[config.mk]
export PLATFORM = sky130hd
export DESIGN_NAME = dreq_edge_capture
export DESIGN_NICKNAME = d
export VERILOG_FILES = /design/src/rtl/dreq_edge_pkg.sv /design/src/rtl/dreq_in_sync.sv /design/src/rtl/dreq_pend_bit.sv /design/src/rtl/dreq_edge_capture.sv
export SDC_FILE = /design/constraint.sdc
export NUM_CORES = 1
export LEC_CHECK = 0
export BUFFER_PORTS_ARGS = -buffer_cell sky130_fd_sc_hd__buf_2
export CORE_MARGIN = 4
export CORE_UTILIZATION = 30
export CTS_CLUSTER_DIAMETER = 30
export DETAILED_ROUTE_END_ITERATION = 8
export PLACE_DENSITY = 0.57
export RECOVER_POWER = 25
export SYNTH_ARGS = -nofsm -noshare
export SYNTH_HDL_FRONTEND = slang
export SYNTH_SLANG_ARGS = --single-unit
export TNS_END_PERCENT = 5
[constraint.sdc]
create_clock -name clk -period 1.9 [get_ports clk]
set_input_delay 0.095 -clock clk [delete_from_list [all_inputs] [get_ports clk]]
set_output_delay 0.095 -clock clk [all_outputs]
set_load 0.05 [all_outputs]
[src/rtl/dreq_edge_pkg.sv]
package dreq_edge_pkg;

    // Trigger-mode codes; only the two even codes capture edges
    typedef enum logic [1:0] {
        TRG_FALL  = 2'b00,
        TRG_OFF_A = 2'b01,
        TRG_RISE  = 2'b10,
        TRG_OFF_B = 2'b11
    } trig_mode_e;

    localparam int SYNC_STAGES = 2;
    localparam int HIST_DEPTH  = SYNC_STAGES + 1;

    // Synchronizer and history state of one channel
    typedef struct packed {
        logic [SYNC_STAGES-1:0] sync;
        logic                   prev;
        logic [HIST_DEPTH-1:0]  vld;
    } chan_hist_t;

    // Samples handed to the edge selector
    typedef struct packed {
        logic cur;
        logic prev;
        logic ok;
    } samp_pair_t;

    function automatic logic mode_captures(input logic [1:0] m);
        return (m == TRG_FALL) || (m == TRG_RISE);
    endfunction

    function automatic logic edge_hit(input logic [1:0] m, input samp_pair_t s);
        logic hit;
        hit = 1'b0;
        if (s.ok) begin
            case (m)
                TRG_RISE: hit = s.cur & ~s.prev;
                TRG_FALL: hit = ~s.cur & s.prev;
                default:  hit = 1'b0;
            endcase
        end
        return hit;
    endfunction

endpackage

[src/rtl/dreq_in_sync.sv]
module dreq_in_sync
    import dreq_edge_pkg::*;
(
    input  logic       clk,
    input  logic       rst,
    input  logic       req_raw,
    output samp_pair_t samp
);

    chan_hist_t hist_q;
    chan_hist_t hist_d;

    always_comb begin
        hist_d      = hist_q;
        hist_d.sync = {hist_q.sync[SYNC_STAGES-2:0], req_raw};
        hist_d.prev = hist_q.sync[SYNC_STAGES-1];
        hist_d.vld  = {hist_q.vld[HIST_DEPTH-2:0], 1'b1};
    end

    always_ff @(posedge clk) begin
        if (rst) begin
            hist_q <= '0;
        end else begin
            hist_q <= hist_d;
        end
    end

    // The pair is usable only once the older sample came from a real input
    assign samp.cur  = hist_q.sync[SYNC_STAGES-1];
    assign samp.prev = hist_q.prev;
    assign samp.ok   = hist_q.vld[HIST_DEPTH-1];

endmodule

[src/rtl/dreq_pend_bit.sv]
module dreq_pend_bit
    import dreq_edge_pkg::*;
(
    input  logic       clk,
    input  logic       rst,
    input  logic [1:0] mode,
    input  samp_pair_t samp,
    input  logic       ack,
    output logic       pend
);

    logic pend_q;
    logic pend_d;
    logic hit;

    assign hit = edge_hit(mode, samp);

    // Priority: reset, disabled mode, acknowledge, new edge, hold
    always_comb begin
        if (!mode_captures(mode)) begin
            pend_d = 1'b0;
        end else if (ack) begin
            pend_d = 1'b0;
        end else if (hit) begin
            pend_d = 1'b1;
        end else begin
            pend_d = pend_q;
        end
    end

    always_ff @(posedge clk) begin
        if (rst) begin
            pend_q <= 1'b0;
        end else begin
            pend_q <= pend_d;
        end
    end

    assign pend = pend_q;

endmodule

[src/rtl/dreq_edge_capture.sv]
module dreq_edge_capture
    import dreq_edge_pkg::*;
#(
    parameter int NUM_CH = 4,
    localparam int SEL_W = (NUM_CH > 1) ? $clog2(NUM_CH) : 1
) (
    input  logic                clk,
    input  logic                rst,
    input  logic [2*NUM_CH-1:0] trig_mode,
    input  logic [NUM_CH-1:0]   req_in,
    input  logic [NUM_CH-1:0]   ack_in,
    output logic [NUM_CH-1:0]   pend_o,
    input  logic [SEL_W-1:0]    stat_sel,
    output logic                stat_bit
);

    genvar c;
    generate
        for (c = 0; c < NUM_CH; c++) begin : g_ch
            samp_pair_t samp;

            dreq_in_sync u_sync (
                .clk     (clk),
                .rst     (rst),
                .req_raw (req_in[c]),
                .samp    (samp)
            );

            dreq_pend_bit u_pend (
                .clk  (clk),
                .rst  (rst),
                .mode (trig_mode[2*c +: 2]),
                .samp (samp),
                .ack  (ack_in[c]),
                .pend (pend_o[c])
            );
        end
    endgenerate

    always_comb begin
        stat_bit = 1'b0;
        for (int i = 0; i < NUM_CH; i++) begin
            if (stat_sel == SEL_W'(i)) begin
                stat_bit = pend_o[i];
            end
        end
    end

endmodule

==> metrics.md, run 1 <==
| Metric | Value |
|---|---|
| Hold Crit Class | primary input to register |
| Fillers | 212 |
| Design area | 832 um2 |
| Fmax | 718 MHz |
| Min-delay src | req_in[2] |
| Remaining Overflow, GRT | 0 |
| Final GP Congestion | 0.733 |
| Number of diodes | 0 |
| Tcrit/Tclk final | 73.3% |
| DRT antenna net count | 0 |
| Worst Tran Pin Value | 809 ps |
| CP Capture Type | output port |
| Num CTS Buffers | 3 |
| Yosys cell types | 11 |
| Setup WS post-layout | 508 ps |
| Startpoint Class | register |
| Port-buffer cells | 24 |
| Vias in the first global route | 427 |
| Post-Syn Area | 672 um2 |
| Die height | 55.3 um |
| Relative slew slack | 46.0% |
| Power density cells | 784 nW/um2 |
| Initial DRC count | 7 |
| Post-CTS Setup Inserts | 0 |
| CP Max Fanout | 3 |
| Vias/cell | 4.15 |
| Mean area per synthesized cell | 11.8 um2 |
| Peak VDD IR | 0.445 mV |
| Number of synthesized register bits | 19 |
| Max Cap Viol | 0 |
| Placed Area | 786 um2 |
| IO Pins | 25 |
| Worst hold margin | 11.7 ps |
| Post-Route WL | 1.07 mm |
| Reg area | 380 um2 |
| Area Growth Syn to Fin | 23.8% |
| Skew final | 6.44 ps |
| Initial Util | 32.9% |
| Critical path arrival | 1300 ps |
| Floorplan row count | 16 |
| Final hold vios | 0 |
| Clk pin slew, worst setup/hold paths | 100 ps |
| Syn Inst Count | 57 |
| Core box area | 2040 um2 |
| Cts repair resizes | 0 |
| # DRC | 0 |
| CP max stage delay | 450 ps |
| Clock Path Buffers | 2 |
| Overall power | 0.652 mW |
| CTS tree | yes |
| TritonCTS Sinks | 19 |
| Wirelength per Cell | 9.94 um |
| Tot GR Track Use | 7.56% |
| Total number of vias | 448 |
| First-pass GRT wire length | 1.82 mm |
| Reg2reg path depth | 2 |
| Die width | 55.3 um |
| Sequential area share after synthesis | 56.6% |
| Unrepaired setup endpoints after global routing | false |
| Fin crit period | 1390 ps |
| Setup-failing EPs final | 0 |
| Fin nets | 102 |
| Total Neg Setup Slack | 0 ps |
| Crit Path Category | register to output port |
| Share of post-route cells with drive strength above 1 | 34.6% |
| R2R Setup Slk | 960 ps |
| Worst Hold End | g_ch[2].u_sync.hist_d[5] |
| H-tree Lvls | 1 |
| Antenna violations before repair | 0 |
| Worst endpoint required time | 1800 ps |
| Clk Tree Root Cell | clkbuf_4 |
| Final cell count without fillers | 108 |
| Worst-Skew Late Latency | 290 ps |
| Placement Setup Slack | 828 ps |
| Crit path cell chain | mux4_2 > buf_2 |
| Status | finished clean |
| Pin count of the biggest net entering global routing | 20 |
| Dpl cells | 102 |
| Slowest cell on crit path | mux4_2 |
| Cts hold-fix bufs | 2 |
| Net count after synthesis | 77 |
| Worst R2R Start | g_ch[0].u_sync.samp[0] |
| Multi-input gate area | 248 um2 |
| Hold depth | 2 |
| Worst reg2reg path endpoint | g_ch[0].u_pend.pend |
| Slew Limit Fails | 0 |
| Die area | 3060 um2 |
| Fin util | 40.7% |
| Pre-antenna DRT Iters | 4 |
| Ys Warns | 0 |
| Pleak | 0.370 nW |
==> worst max-delay path: cells and delay by family (launching register included) <==
family / cells / cell delay, ps
DFF: 1 / 330
muxes: 1 / 450
buffers and inverters: 1 / 220
==> routing by layer <==
layer / share of wire, % / wire (um) / GRT usage (%) / up-vias
li1: - / - / - / 245
met1: 49 / 524 / 9.14 / 181
met2: 38 / 407 / 9.80 / 22
met3: 13 / 141 / 4.43 / 0
met4: 0 / 0 / 5.21 / 0
met5: 0 / 0 / 0 / -
==> where the power goes <==
part,internal (mW),switching (mW)
Combinational,0.0271,0.0164
Clock,0.0782,0.114
Sequential,0.411,0.00504
Total,0.517,0.135
==> worst max-delay path by stage <==
stage                         from       end  slack (ps)  depth (start not counted)
2_1_floorplan  g_ch[3].u_pend.pend  stat_bit         890                          1
3_3_place_gp   g_ch[3].u_pend.pend  stat_bit         840                          2
3_5_place_dp   g_ch[3].u_pend.pend  stat_bit         830                          2
4_1_cts        g_ch[3].u_pend.pend  stat_bit         480                          2
5_1_grt        g_ch[3].u_pend.pend  stat_bit         430                          2
6_report       g_ch[3].u_pend.pend  stat_bit         510                          2
==> cells by family (layout without fill, tap and decap cells) <==
family	count (synthesis)	after routing	share of synthesized area, %
compound gates	4	4	5.21
mux	1	1	3.35
flops	19	19	56.6
buf+inv	7	31	6.52
simple gates	26	26	28.3
==> registers in the layout (all words and copies together), names as in the netlist <==
register / cells
g_ch.u_sync.samp: 9
g_ch.u_pend.pend: 4
g_ch.u_sync.hist_d: 6
==> Yosys cell counts (all sizes together) <==
library cell	instances	share of area, %
nor3	4	3.0
mux4	1	3.4
o31a	4	5.2
and4bb	1	1.9
and4b	4	6.0
buf	6	6.0
nor2b	14	13
inv	1	0.56
dfxtp	19	57
nor4bb	3	4.5
==> final cells by class <==
| class | instances | share of cell area, % |
|---|---|---|
| multi-input cells | 31 | 29.8 |
| clock inverters | 1 | 0.602 |
| well taps | 27 | 4.06 |
| flip-flops and latches | 19 | 45.7 |
| inverters | 1 | 0.451 |
| repair buffers | 26 | 16.7 |
| clock buffers | 3 | 2.71 |
==> placed cells by master (no fill, tap or decap) <==
cell	n
and4bb_1	1
dlygate4sd3_1	2
clkinv_2	1
clkbuf_1	1
buf_2	23
and4b_1	4
nor3_1	4
o31a_1	4
mux4_2	1
clkbuf_4	3
inv_1	1
dfxtp_1	19
nor4bb_1	3
nor2b_1	14
No activity file was read; power rests on OpenSTA's default activity.
==> run 2, diff against run 1 <==
==> constraint.sdc (replaced) <==
create_clock -name clk -period 1.4 [get_ports clk]
set_input_delay 0.07 -clock clk [delete_from_list [all_inputs] [get_ports clk]]
set_output_delay 0.07 -clock clk [all_outputs]
set_load 0.05 [all_outputs]
==> run 2 against run 1 <==
Routed wire length increased by 1.2%; critical path depth unchanged; largest cell class unchanged; non-clock buffer count up 4; worst setup slack lost 430 ps.
==> metrics.md, run 2 (same netlist as run 1, synthesis figures left out) <==
| Metric | Value |
|---|---|
| Worst endpoint required time | 1330 ps (-470 ps) |
| Unrepaired setup endpoints after global routing | false |
| Critical path buffer and inverter count | 1 (unchanged) |
| Hold Crit Class | primary input to register |
| Share of post-route cells with drive strength above 1 | 31.8% (-2.8 points) |
| Crit path cell chain | mux4_2 > buf_6 |
| H-tree Lvls | 1 (unchanged) |
| Post-Route WL | 1.09 mm (+1.2%) |
| Clock Path Buffers | 2 (unchanged) |
| Commonest non-fill, non-tap cell in the layout | buf_2 |
| Crit Path Category | register to output port |
| Pin count of the biggest net entering global routing | 20 (unchanged) |
| Pre-antenna DRT Iters | 2 (-2) |
| Fin crit period | 1320 ps |
| Fmax | 756 MHz |
| Fin nets | 106 (+3.9%) |
| Vias in the first global route | 444 (+4.0%) |
| Number of flip-flops in the largest register | 9 (unchanged) |
| Slew Limit Fails | 0 (unchanged) |
| CP Capture Type | output port |
| Total Neg Setup Slack | 0 ps (unchanged) |
| Die width | 55.3 um (unchanged) |
| HPWL Detailed | 783 um |
| Die height | 55.3 um (unchanged) |
| Clk Tree Root Cell | clkbuf_4 |
| Max Cap Viol | 0 (unchanged) |
| Skew final | 4.22 ps (-2.22 ps) |
| Num CTS Buffers | 3 (unchanged) |
| Relative slew slack | 46.9% (+0.83 points) |
| First-pass GRT wire length | 1.88 mm (+3.4%) |
| Slowest cell on crit path | mux4_2 |
| Worst Tran Pin Value | 797 ps (-12.5 ps) |
| Final GP Congestion | 0.737 (+0.55%) |
| Total number of vias | 480 (+7.1%) |
| Core box area | 2040 um2 (unchanged) |
| Post-CTS Setup Inserts | 0 (unchanged) |
| Worst reg2reg path endpoint | g_ch[1].u_pend.pend |
| Hold depth | 3 (+1) |
| Min-delay src | trig_mode[0] |
| CP max stage delay | 460 ps (about the same) |
| Delay-heaviest family, CP | multiplexers |
| Vias/cell | 4.29 (+3.3%) |
| Final hold vios | 0 (unchanged) |
| Floorplan row count | 16 (unchanged) |
| Area Growth Syn to Fin | 30.5% |
| Cell depth of the worst setup path | 2 (unchanged) |
| Status | finished clean |
| Peak VDD IR | 0.563 mV (+27%) |
| Initial Util | 32.9% (unchanged) |
| Worst R2R Start | g_ch[0].u_sync.samp[0] |
| CTS tree | yes |
| Wirelength per Cell | 9.70 um (-2.4%) |
| Initial DRC count | 2 (-5) |
| Tcrit/Tclk final | 94.5% |
| Pleak | 0.384 nW (+3.9%) |
| IO Pins | 25 (unchanged) |
| # DRC | 0 (unchanged) |
| Most frequent cells in the layout | buf_2 (22), dfxtp_1 (19), nor2b_1 (14), dlygate4sd3_1 (6) |
| Die area | 3060 um2 (unchanged) |
| CP Max Fanout | 3 (unchanged) |
| Tot GR Track Use | 7.66% (+0.10 points) |
| Worst Hold End | g_ch[0].u_pend.pend |
| Startpoint Class | register |
| Number of diodes | 0 (unchanged) |
| Critical path arrival | 1250 ps (-50 ps) |
| Remaining Overflow, GRT | 0 (unchanged) |
| Setup crit start | g_ch[0].u_pend.pend |
| DRT antenna net count | 0 (unchanged) |
| Clk pin slew, worst setup/hold paths | 100 ps (about the same) |
| Port-buffer cells | 24 (unchanged) |
| Setup-failing EPs final | 0 (unchanged) |
| Antenna violations before repair | 0 (unchanged) |
| Worst-Skew Late Latency | 280 ps (about the same) |
| Reg2reg path depth | 2 (unchanged) |
| R2R Setup Slk | 460 ps (-500 ps) |
| Overall power | 0.891 mW (+37%) |
| TritonCTS Sinks | 19 (unchanged) |
| Power density cells | 1020 nW/um2 (+30%) |
==> run 2: cell types whose count changed in the layout (fill, tap and decap cells not counted) <==
cell	change
dlygate4sd3_1	+4
buf_6	+1
buf_2	-1
clkinv_2	-1
clkbuf_1	+1
==> run 2: tightest hold or removal path: stages <==
cell	delay, ps
buf_2	80
nor3_1	40
o31a_1	90
==> run 2: repair_timing <==
action                     CTS  global route
hold buffers                 4             2
gates resized for setup      0             3
hold endpoints to repair     4             2
setup endpoints to repair    0             1
==> run 2: where the power goes <==
group	switching, mW	internal [mW]
clock	0.148	0.110
combinational	0.0232	0.0441
sequential	0.00680	0.558
total	0.178	0.713
==> run 2: how the worst max path moves through the flow <==
stage	to	slack, ps
floorplan	stat_bit	410
global placement	stat_bit	370
detailed placement	stat_bit	360
CTS	stat_bit	20
global route	stat_bit	10
finish	stat_bit	80
==> run 2: cell type report <==
| class | instances | area, um2 |
|---|---|---|
| Sequential cell | 19 | 380 |
| Clock buffer | 4 | 26.3 |
| Tap cell | 27 | 33.8 |
| Multi-Input combinational cell | 31 | 248 |
| Fill cell | 216 | 1160 |
| Timing Repair Buffer | 30 | 185 |
| Inverter | 1 | 3.75 |
==> run 2: through the flow <==
| stage | area (um2) | cells | hold WS (ps) | setup WS [ps] | util (%) |
|---|---|---|---|---|---|
| 2_1_floorplan | 672 | 57 | 198 | 411 | - |
| 3_3_place_gp | 786 | 102 | 276 | 367 | 38.5 |
| 3_5_place_dp | 786 | 102 | 286 | 357 | 38.5 |
| 4_1_cts | 852 | 110 | 1.22 | 20.6 | 41.7 |
| 5_1_grt | 877 | 112 | 4.75 | 13.9 | 43.0 |
| 6_report | 877 | 112 | 19.1 | 76.8 | 43.0 |
==> run 2: per-layer routing <==
layer / global-route usage, % / wire, um
met1: 9.44 / 531
met2: 9.97 / 414
met3: 4.90 / 140
met4: 4.17 / 0
met5: 0 / 0
